[src/rtl/intr_seq_pkg.sv]
`timescale 1ns/100ps
package intr_seq_pkg;
    localparam int WORD_W  = 16;
    localparam int ADDR_W  = 12;
    localparam int STEP_W  = 2;
    localparam int LAST_ST = 2;
    localparam logic [WORD_W-1:0] RETI_CODE = 16'hF020;

    typedef enum logic [1:0] {
        PH_IDLE  = 2'd0,
        PH_FETCH = 2'd1,
        PH_INTR  = 2'd2,
        PH_RETI  = 2'd3
    } phase_e;

    typedef struct packed {
        logic ar_clr;
        logic ar_ld_pc;
        logic tr_ld_pc;
        logic pc_clr;
        logic pc_inc;
        logic pc_ld_mem;
        logic mem_we;
        logic mem_re;
        logic ien_set;
        logic ien_clr;
        logic r_clr;
    } ctrl_t;

    function automatic logic is_reti(input logic [WORD_W-1:0] w);
        return w == RETI_CODE;
    endfunction
endpackage

[src/rtl/intr_step_ctl.sv]
`timescale 1ns/100ps
module intr_step_ctl
    import intr_seq_pkg::*;
#(
    parameter int STEP_W  = 2,
    parameter int LAST_ST = 2
) (
    input  logic              clk,
    input  logic              rst,
    input  logic              cyc_start,
    input  logic              reti_go,
    input  logic              r_flag,
    output phase_e            phase,
    output logic [STEP_W-1:0] step,
    output ctrl_t             ctrl
);
    localparam logic [STEP_W-1:0] LAST = LAST_ST[STEP_W-1:0];
    localparam logic [STEP_W-1:0] S0   = '0;
    localparam logic [STEP_W-1:0] S1   = STEP_W'(1);

    always_ff @(posedge clk) begin
        if (rst) begin
            phase <= PH_IDLE;
            step  <= S0;
        end else begin
            unique case (phase)
                PH_IDLE: begin
                    if (cyc_start) begin
                        phase <= r_flag ? PH_INTR : PH_FETCH;
                        step  <= S0;
                    end else if (reti_go) begin
                        phase <= PH_RETI;
                        step  <= S1;
                    end
                end
                PH_FETCH, PH_INTR: begin
                    if (step == LAST) begin
                        phase <= PH_IDLE;
                        step  <= S0;
                    end else begin
                        step <= step + S1;
                    end
                end
                PH_RETI: begin
                    phase <= PH_IDLE;
                    step  <= S0;
                end
                default: begin
                    phase <= PH_IDLE;
                    step  <= S0;
                end
            endcase
        end
    end

    always_comb begin
        ctrl = '0;
        unique case (phase)
            PH_IDLE: begin
                if (!cyc_start && reti_go) begin
                    ctrl.ar_clr  = 1'b1;
                    ctrl.ien_set = 1'b1;
                end
            end
            PH_FETCH: begin
                if (step == S0) ctrl.ar_ld_pc = 1'b1;
                if (step == S1) begin
                    ctrl.mem_re = 1'b1;
                    ctrl.pc_inc = 1'b1;
                end
            end
            PH_INTR: begin
                if (step == S0) begin
                    ctrl.ar_clr   = 1'b1;
                    ctrl.tr_ld_pc = 1'b1;
                end
                if (step == S1) begin
                    ctrl.mem_we = 1'b1;
                    ctrl.pc_clr = 1'b1;
                end
                if (step == LAST) begin
                    ctrl.pc_inc  = 1'b1;
                    ctrl.ien_clr = 1'b1;
                    ctrl.r_clr   = 1'b1;
                end
            end
            PH_RETI: begin
                ctrl.mem_re    = 1'b1;
                ctrl.pc_ld_mem = 1'b1;
            end
            default: ctrl = '0;
        endcase
    end
endmodule

[src/rtl/intr_req_flag.sv]
`timescale 1ns/100ps
module intr_req_flag (
    input  logic clk,
    input  logic rst,
    input  logic fetch_busy,
    input  logic ien,
    input  logic dev_in,
    input  logic dev_out,
    input  logic clr,
    output logic pend
);
    logic want;
    assign want = !fetch_busy && ien && (dev_in || dev_out);

    always_ff @(posedge clk) begin
        if (rst)       pend <= 1'b0;
        else if (clr)  pend <= 1'b0;
        else if (want) pend <= 1'b1;
    end
endmodule

[src/rtl/intr_regs.sv]
`timescale 1ns/100ps
module intr_regs
    import intr_seq_pkg::*;
#(
    parameter int DATA_W = 16,
    parameter int ADDR_W = 12
) (
    input  logic              clk,
    input  logic              rst,
    input  ctrl_t             ctrl,
    input  logic              ion,
    input  logic              iof,
    input  logic [DATA_W-1:0] rdata,
    output logic [ADDR_W-1:0] ar,
    output logic [ADDR_W-1:0] pc,
    output logic [DATA_W-1:0] tr,
    output logic              ien
);
    localparam logic [ADDR_W-1:0] ONE = ADDR_W'(1);

    always_ff @(posedge clk) begin
        if (rst) begin
            ar  <= '0;
            pc  <= '0;
            tr  <= '0;
            ien <= 1'b0;
        end else begin
            if (ctrl.ar_clr)        ar <= '0;
            else if (ctrl.ar_ld_pc) ar <= pc;

            if (ctrl.tr_ld_pc) tr <= DATA_W'(pc);

            if (ctrl.pc_clr)         pc <= '0;
            else if (ctrl.pc_inc)    pc <= pc + ONE;
            else if (ctrl.pc_ld_mem) pc <= rdata[ADDR_W-1:0];

            if (ctrl.ien_clr)      ien <= 1'b0;
            else if (ctrl.ien_set) ien <= 1'b1;
            else if (iof)          ien <= 1'b0;
            else if (ion)          ien <= 1'b1;
        end
    end
endmodule

[src/rtl/intr_seq.sv]
`timescale 1ns/100ps
module intr_seq
    import intr_seq_pkg::*;
#(
    parameter int DATA_W = intr_seq_pkg::WORD_W,
    parameter int ADDR_W = intr_seq_pkg::ADDR_W
) (
    input  logic              clk,
    input  logic              rst,
    input  logic              dev_in_flag,
    input  logic              dev_out_flag,
    input  logic              cyc_start,
    input  logic              exec_req,
    input  logic [DATA_W-1:0] instr_word,
    input  logic              ion_pulse,
    input  logic              iof_pulse,
    input  logic [DATA_W-1:0] mem_rdata,
    output logic [ADDR_W-1:0] mem_addr,
    output logic [DATA_W-1:0] mem_wdata,
    output logic              mem_we,
    output logic              mem_re,
    output logic [ADDR_W-1:0] pc_o,
    output logic              ien_o,
    output logic              r_o,
    output logic              fetch_act,
    output logic              intr_act,
    output logic              reti_act
);
    phase_e             phase;
    logic [STEP_W-1:0]  step;
    ctrl_t              ctrl;
    logic               reti_go;
    logic [ADDR_W-1:0]  ar_q;
    logic [DATA_W-1:0]  tr_q;

    assign reti_go = exec_req && is_reti(16'(instr_word));

    intr_step_ctl #(.STEP_W(STEP_W), .LAST_ST(LAST_ST)) u_ctl (
        .clk(clk), .rst(rst), .cyc_start(cyc_start), .reti_go(reti_go),
        .r_flag(r_o), .phase(phase), .step(step), .ctrl(ctrl)
    );

    intr_req_flag u_req (
        .clk(clk), .rst(rst), .fetch_busy(fetch_act), .ien(ien_o),
        .dev_in(dev_in_flag), .dev_out(dev_out_flag), .clr(ctrl.r_clr),
        .pend(r_o)
    );

    intr_regs #(.DATA_W(DATA_W), .ADDR_W(ADDR_W)) u_regs (
        .clk(clk), .rst(rst), .ctrl(ctrl), .ion(ion_pulse), .iof(iof_pulse),
        .rdata(mem_rdata), .ar(ar_q), .pc(pc_o), .tr(tr_q), .ien(ien_o)
    );

    assign fetch_act = (phase == PH_FETCH);
    assign intr_act  = (phase == PH_INTR);
    assign reti_act  = (phase == PH_RETI);
    assign mem_addr  = ar_q;
    assign mem_wdata = tr_q;
    assign mem_we    = ctrl.mem_we;
    assign mem_re    = ctrl.mem_re;
endmodule

[config.mk]
export PLATFORM = sky130hd
export DESIGN_NAME = intr_seq
export DESIGN_NICKNAME = d
export VERILOG_FILES = /design/src/rtl/intr_seq_pkg.sv /design/src/rtl/intr_step_ctl.sv /design/src/rtl/intr_req_flag.sv /design/src/rtl/intr_regs.sv /design/src/rtl/intr_seq.sv
export SDC_FILE = /design/constraint.sdc
export NUM_CORES = 1
export LEC_CHECK = 0
export BUFFER_PORTS_ARGS = -buffer_cell sky130_fd_sc_hd__buf_2
export CAP_MARGIN = 20
export CORE_UTILIZATION = 40
export DETAILED_ROUTE_END_ITERATION = 12
export PLACE_DENSITY_LB_ADDON = 0.12
export SYNTH_ARGS = -nofsm -noshare
export SYNTH_HDL_FRONTEND = slang
export SYNTH_SLANG_ARGS = --single-unit
[constraint.sdc]
create_clock -name clk -period 2.1 [get_ports clk]
set_input_delay 0.42 -clock clk [delete_from_list [all_inputs] [get_ports clk]]
set_output_delay 0.42 -clock clk [all_outputs]
set_load 0.02 [all_outputs]
==> results of run 1 <==
## flip-flops by register name (all words and copies together), names as in the netlist
name and flops:
u_req.pend 1, u_regs.ar 12, u_regs.tr 12, u_regs.pc 12, u_ctl.phase 2, u_regs.ien 1
u_ctl.step 2
## through the flow
| stage | std cells | power [mW] |
|---|---|---|
| final | 407 | 2.14 |
| after global routing | 407 | 2.26 |
| after CTS | 407 | 2.16 |
| after detailed placement | 399 | 1.51 |
| after global placement | 399 | 1.51 |
| after floorplan | 262 | 1.32 |
## tightest hold or removal path: cells and delay by family
family	cells	cell delay (ns)
buf+inv	1	0.08
simple gates	2	0.12
## layer usage
metal,up-vias,GRT usage (%),share of wire [%]
met3,7,4.56,5.9
li1,1043,-,-
met2,73,33.5,46
met5,-,0,0
met1,909,27.5,47
met4,0,6.75,1.1
## power groups by stage
| stage | Combinational, mW | Sequential [mW] | Clock, mW |
|---|---|---|---|
| after floorplan | 0.367 | 0.953 | 0 |
| after global placement | 0.583 | 0.927 | 0 |
| after detailed placement | 0.586 | 0.928 | 0 |
| after CTS | 0.588 | 0.909 | 0.658 |
| after global routing | 0.650 | 0.918 | 0.694 |
| final | 0.582 | 0.909 | 0.649 |
## logic make-up after synthesis
logic type               after synthesis
flip-flops                            42
buffers and inverters                 24
multiplexers                           3
other                                  1
AND/OR/NAND/NOR                      119
XOR/XNOR                               2
AO/OA/AOI/OAI                         63
adder cells (fa/ha/maj)                5
## synth_stat cells (2+ instances only)
cell type / n
a211oi_1: 3
clkbuf_1: 8
a221oi_1: 2
and2_0: 3
nand2_1: 67
nor2b_1: 2
buf_4: 5
nand4b_1: 3
inv_1: 7
o21bai_1: 2
nor3b_1: 2
buf_2: 3
or3_1: 2
a31oi_1: 4
or2_2: 2
nand4_1: 5
mux2i_1: 2
and2_1: 4
nor3_1: 4
nor2_1: 12
dfxtp_1: 42
nor4_1: 2
a21oi_1: 34
ha_1: 5
o21ai_0: 11
nand3_1: 4
## layout make-up
type	instances	area, µm²	share of cell area (%)
multi-input cells	196	1050	40.9
repair buffers	87	458	17.8
clock buffers	5	68.8	2.68
well taps	67	83.8	3.26
flip-flops and latches	42	841	32.7
clock inverters	3	43.8	1.70
inverters	7	26.3	1.02
## path summary, 6_finish.rpt
path,end,slack (ns),cells past startpoint
hold / removal,u_regs.pc[8]$_SDFFE_PP0P_,0.35,3
hold reg to reg,u_regs.ar[7]$_SDFFE_PP0P_,0.45,2
setup / recovery,u_regs.pc[4]$_SDFFE_PP0P_,0.28,6
setup reg to reg,u_regs.pc[4]$_SDFFE_PP0P_,0.28,6
## cells in the final DEF (no fill, tap or decap), types with 2 or more instances in the layout
cell type | synthesis | final
a211oi_1 | 3 | 3
a21oi_1 | 34 | 34
a221oi_1 | 2 | 2
a31oi_1 | 4 | 4
and2_0 | 3 | 3
and2_1 | 4 | 4
buf_2 | 3 | 78
buf_4 | 5 | 9
clkbuf_8 | 0 | 5
conb_1 | 1 | 4
dfxtp_1 | 42 | 42
ha_1 | 5 | 5
inv_1 | 7 | 7
mux2i_1 | 2 | 2
nand2_1 | 67 | 67
nand3_1 | 4 | 4
nand4_1 | 5 | 5
nand4b_1 | 3 | 3
nor2_1 | 12 | 12
nor2b_1 | 2 | 2
nor3_1 | 4 | 4
nor3b_1 | 2 | 2
nor4_1 | 2 | 2
o21ai_0 | 11 | 11
o21bai_1 | 2 | 2
or2_2 | 2 | 2
or3_1 | 2 | 2
==> flow_summary.toml, run 1 <==
[status]
status = "completed"

[setup_path]
crit_path_end_kind = "flop"
crit_path_max_incr_delay_ns = 0.44
critical_path_class = "flop to flop"
critical-path-top-delay-family = "simple AND/OR/NAND/NOR gates"
crit_start = "u_ctl.phase[0]$_SDFFE_PP0P_"
required_ns = 2.33
crit_slowest_cell = "or3_2"
worstSetupStartpointType = "flop"
crit_path_max_fanout = 11
critical_path_buf_inv_count = 1
cp.arrival_ns = 2.05
critical_path.cell_chain = "inv_1, ha_1, nand4b_1, and2_4, or3_2, a31oi_1"
r2r-start = "u_ctl.phase[0]$_SDFFE_PP0P_"

[synth]
synth-compound-area-share_pct = 18.1
yosys.area_share.adder_pct = 3.13
async_flop_share_pct = 0
synth_xor_xnor_area_share_pct = 0.876
synthFlopType = "dfxtp_1"
syn_area_per_cell_um2 = 7.72
ys_ff_latch = 42
synthMuxAreaShare_pct = 1.56
synth_top_area_share_pct = 42.0
synth_top_family_by_area = "simple AND/OR/NAND/NOR gates"
ys_top_cells_by_area = "dfxtp_1, nand2_1, a21oi_1"
synth_top_area_cell = "dfxtp_1"
synth-simple-area-share_pct = 28.1
seq_area_frac_synth_pct = 42.0
yosys.cell_types.count = 45
synth_edf_count = 0
ys.warnings.count = 0
syn-cell-area_um2 = 2000
syn_inst = 259

[timing]
rsz0062_at_grt = "false"
setup-tns-final_ns = 0
finalHoldViolations = 0
hold_ws_ns = 0.352
fmax_mhz = 548
fin_skew_ns = 0.00708
post-route-period-util_pct = 86.8
slew_viol_final = 0
setup-violations-final = 0
setup_ws_ns = 0.277
finalCriticalPeriod_ns = 1.82

[grt]
grt_pass1_wl_um = 8250
grt_pass1_vias = 1736
grt_max_degree = 20
overflow = 0
grt_use_total_pct = 20.7
antenna_found_initial = 0

[clock_network]
post_cts_buffers = 0
numCtsBuffers = 5
ctsResizeCount = 0
cts.root.buffer_cell = "clkbuf_8"
cts.clk_slew.worst_paths_ns = 0.08
numClockSinks = 42
max-clock-path-buffers = 2
cts_hold_buf = 0
insertion_delay_ns = 0.30
h-tree-depth = 2
cts_tree = "yes"

[route]
firstDrtPassIters = 4
via_per_inst = 4.99
finalWirelength_um = 5200
drtAntennaViolNets = 0
drt-initial-drc-count = 125
wl_per_cell_um = 12.8
vias = 2032
drcViolationCount = 0

[place]
portBuffers = 78
placed_area_um2 = 2460
post-place-ws_ns = 0.273
hpwl_um = 3800
gp_congestion = 0.813

[floorplan]
initial_utilization_pct = 42.1
die-height_um = 72.7
io_pins = 87
rows = 25
die_area_um2 = 5290
die_w_um = 72.7
core_area_um2 = 4750

[pwr]
power_density_nw_per_um2 = 832
netSwitchingFraction_pct = 34.6
p_clk_share_pct = 30.3
vdd_drop_max_mv = 0.424
p_leak_nw = 1.13
p_seq_share_pct = 42.5
p_comb_share_pct = 27.2
p_sw_mw = 0.740
intPower_mw = 1.40

[min_path]
hp-start = "mem_rdata[8]"
hold_path.class = "input pin to flop"

[final_layout]
final_net_count = 384
fillers = 498
drive_gt1_share_pct = 30.0
final_area_um2 = 2570
finish.utilization_pct = 54.1
diodes = 0
syn2layout_area_growth_pct = 28.6

[job]
maxCapViolCount = 0
No activity file was read; power rests on OpenSTA's default activity.
==> run 2, diff against run 1 <==
==> constraint.sdc (replaced) <==
create_clock -name clk -period 2.35 [get_ports clk]
set_input_delay 0.47 -clock clk [delete_from_list [all_inputs] [get_ports clk]]
set_output_delay 0.47 -clock clk [all_outputs]
set_load 0.02 [all_outputs]
==> run 2 against run 1 <==
  * Combinational power is 14% lower
  * Global-route usage is 0.23 points lower
  * Critical endpoint is now u_regs.pc[2]$_SDFFE_PP0P_
  * Wire length up 1.1%
  * Final area is 1.8% lower
  * Fmax down 4.8%
==> flow_summary.toml, run 2 (same netlist as run 1, synthesis figures left out) <==
[grt]
grt_max_degree = 20
grt_use_total_pct = 20.5
antenna_found_initial = 0
grt_pass1_vias = 1739
overflow = 0
grt_pass1_wl_um = 8220

[setup_path]
crit_path_max_fanout = 12
crit_path_max_incr_delay_ns = 0.36
critical-path-top-delay-family = "simple AND/OR/NAND/NOR gates"
critical_path_buf_inv_count = 2
crit_slowest_cell = "dfxtp_1"
required_ns = 2.52
worstSetupStartpointType = "flop"
critical_path_class = "flop to flop"
crit_path_end_kind = "flop"
critical_path.cell_chain = "inv_1, ha_1, nand4b_1, nand2_1, nor2_1, buf_4, o21ai_0, a21oi_1"
cp.arrival_ns = 2.09

[clock_network]
numClockSinks = 42
insertion_delay_ns = 0.30
numCtsBuffers = 5
cts_hold_buf = 0
post_cts_buffers = 0
h-tree-depth = 2
cts.root.buffer_cell = "clkbuf_8"
max-clock-path-buffers = 2
cts_tree = "yes"
cts.clk_slew.worst_paths_ns = 0.08
ctsResizeCount = 0

[timing]
fmax_mhz = 522
hold_ws_ns = 0.397
finalHoldViolations = 0
setup-tns-final_ns = 0
fin_skew_ns = 0.00448
slew_viol_final = 0
finalCriticalPeriod_ns = 1.91
rsz0062_at_grt = "false"
setup_ws_ns = 0.435
setup-violations-final = 0
post-route-period-util_pct = 81.5

[place]
portBuffers = 78
hpwl_um = 3690
gp_congestion = 0.766
post-place-ws_ns = 0.454

[status]
status = "completed"

[pwr]
netSwitchingFraction_pct = 34.7
p_clk_share_pct = 30.5
p_comb_share_pct = 26.3
power_density_nw_per_um2 = 753
p_leak_nw = 1.09
vdd_drop_max_mv = 0.323
p_sw_mw = 0.661
intPower_mw = 1.24
p_seq_share_pct = 43.3

[final_layout]
final_common_cell = "buf_2"
final_net_count = 378
reg_top3 = "u_regs.ar x12, u_regs.pc x12, u_regs.tr x12"
drive_gt1_share_pct = 28.4
final_cell_mix = "buf_2, nand2_1, dfxtp_1"
diodes = 0
syn2layout_area_growth_pct = 26.2

[route]
drt-initial-drc-count = 113
drtAntennaViolNets = 0
drcViolationCount = 0
wl_per_cell_um = 13.1
firstDrtPassIters = 4
via_per_inst = 5.00
vias = 2005
finalWirelength_um = 5250

[floorplan]
die-height_um = 72.7
rows = 25
io_pins = 87
die_w_um = 72.7
die_area_um2 = 5290
initial_utilization_pct = 42.1
core_area_um2 = 4750

[min_path]
hold_path.class = "input pin to flop"

[job]
maxCapViolCount = 0
==> run 2: cell types whose count changed in the layout (fill, tap and decap cells not counted), sizes merged <==
cell | before | now
clkinv | 1 | 0
clkinvlp | 0 | 1
buf | 87 | 81
clkbuf | 5 | 6
inv | 8 | 7
==> run 2: metrics by stage <==
step / util, % / instances / power (mW) / area [µm²]
2_1_floorplan: - / 262 / 1.18 / 2010
3_3_place_gp: 50.8 / 393 / 1.34 / 2410
3_5_place_dp: 50.8 / 393 / 1.34 / 2410
4_1_cts: 53.1 / 401 / 1.91 / 2520
5_1_grt: 53.1 / 401 / 2.00 / 2520
6_report: 53.1 / 401 / 1.90 / 2520
==> run 2: power groups by stage <==
stage	sequential [mW]	clock [mW]	combinational, mW
2_1_floorplan	0.852	0	0.328
3_3_place_gp	0.840	0	0.498
3_5_place_dp	0.840	0	0.499
4_1_cts	0.823	0.586	0.501
5_1_grt	0.830	0.618	0.553
6_report	0.822	0.579	0.500
==> run 2: worst min-delay path, delay by kind of cell <==
kind	cells	cell delay (ns)
buf+inv	1	0.08
simple gates	2	0.11
==> run 2: per-layer routing <==
| metal | vias to the layer above | global-route usage [%] | part of all wire [%] |
|---|---|---|---|
| met2 | 74 | 34.0 | 46 |
| met3 | 6 | 4.97 | 6.0 |
| li1 | 1028 | - | - |
| met5 | - | 0 | 0 |
| met4 | 0 | 7.19 | 1.1 |
| met1 | 897 | 26.0 | 47 |
==> run 2: final timing paths <==
| path | from | end | slack (ns) | cells after the start |
|---|---|---|---|---|
| worst max-delay path | u_ctl.phase[0]$_SDFFE_PP0P_ | u_regs.pc[2]$_SDFFE_PP0P_ | 0.44 | 8 |
| worst min register to register | u_regs.ar[3]$_SDFFE_PP0P_ | u_regs.ar[3]$_SDFFE_PP0P_ | 0.45 | 2 |
| worst min-delay path | mem_rdata[8] | u_regs.pc[8]$_SDFFE_PP0P_ | 0.40 | 3 |
| worst max register to register | u_ctl.phase[0]$_SDFFE_PP0P_ | u_regs.pc[2]$_SDFFE_PP0P_ | 0.44 | 8 |
==> run 2: area by class of cell <==
type,count,area [µm²]
Multi-Input combinational cell,196,1050
Sequential cell,42,841
Clock inverter,2,37.5
Fill cell,511,2230
Timing Repair Buffer,81,413
Clock buffer,6,72.6
Tap cell,67,83.8
Inverter,7,26.3
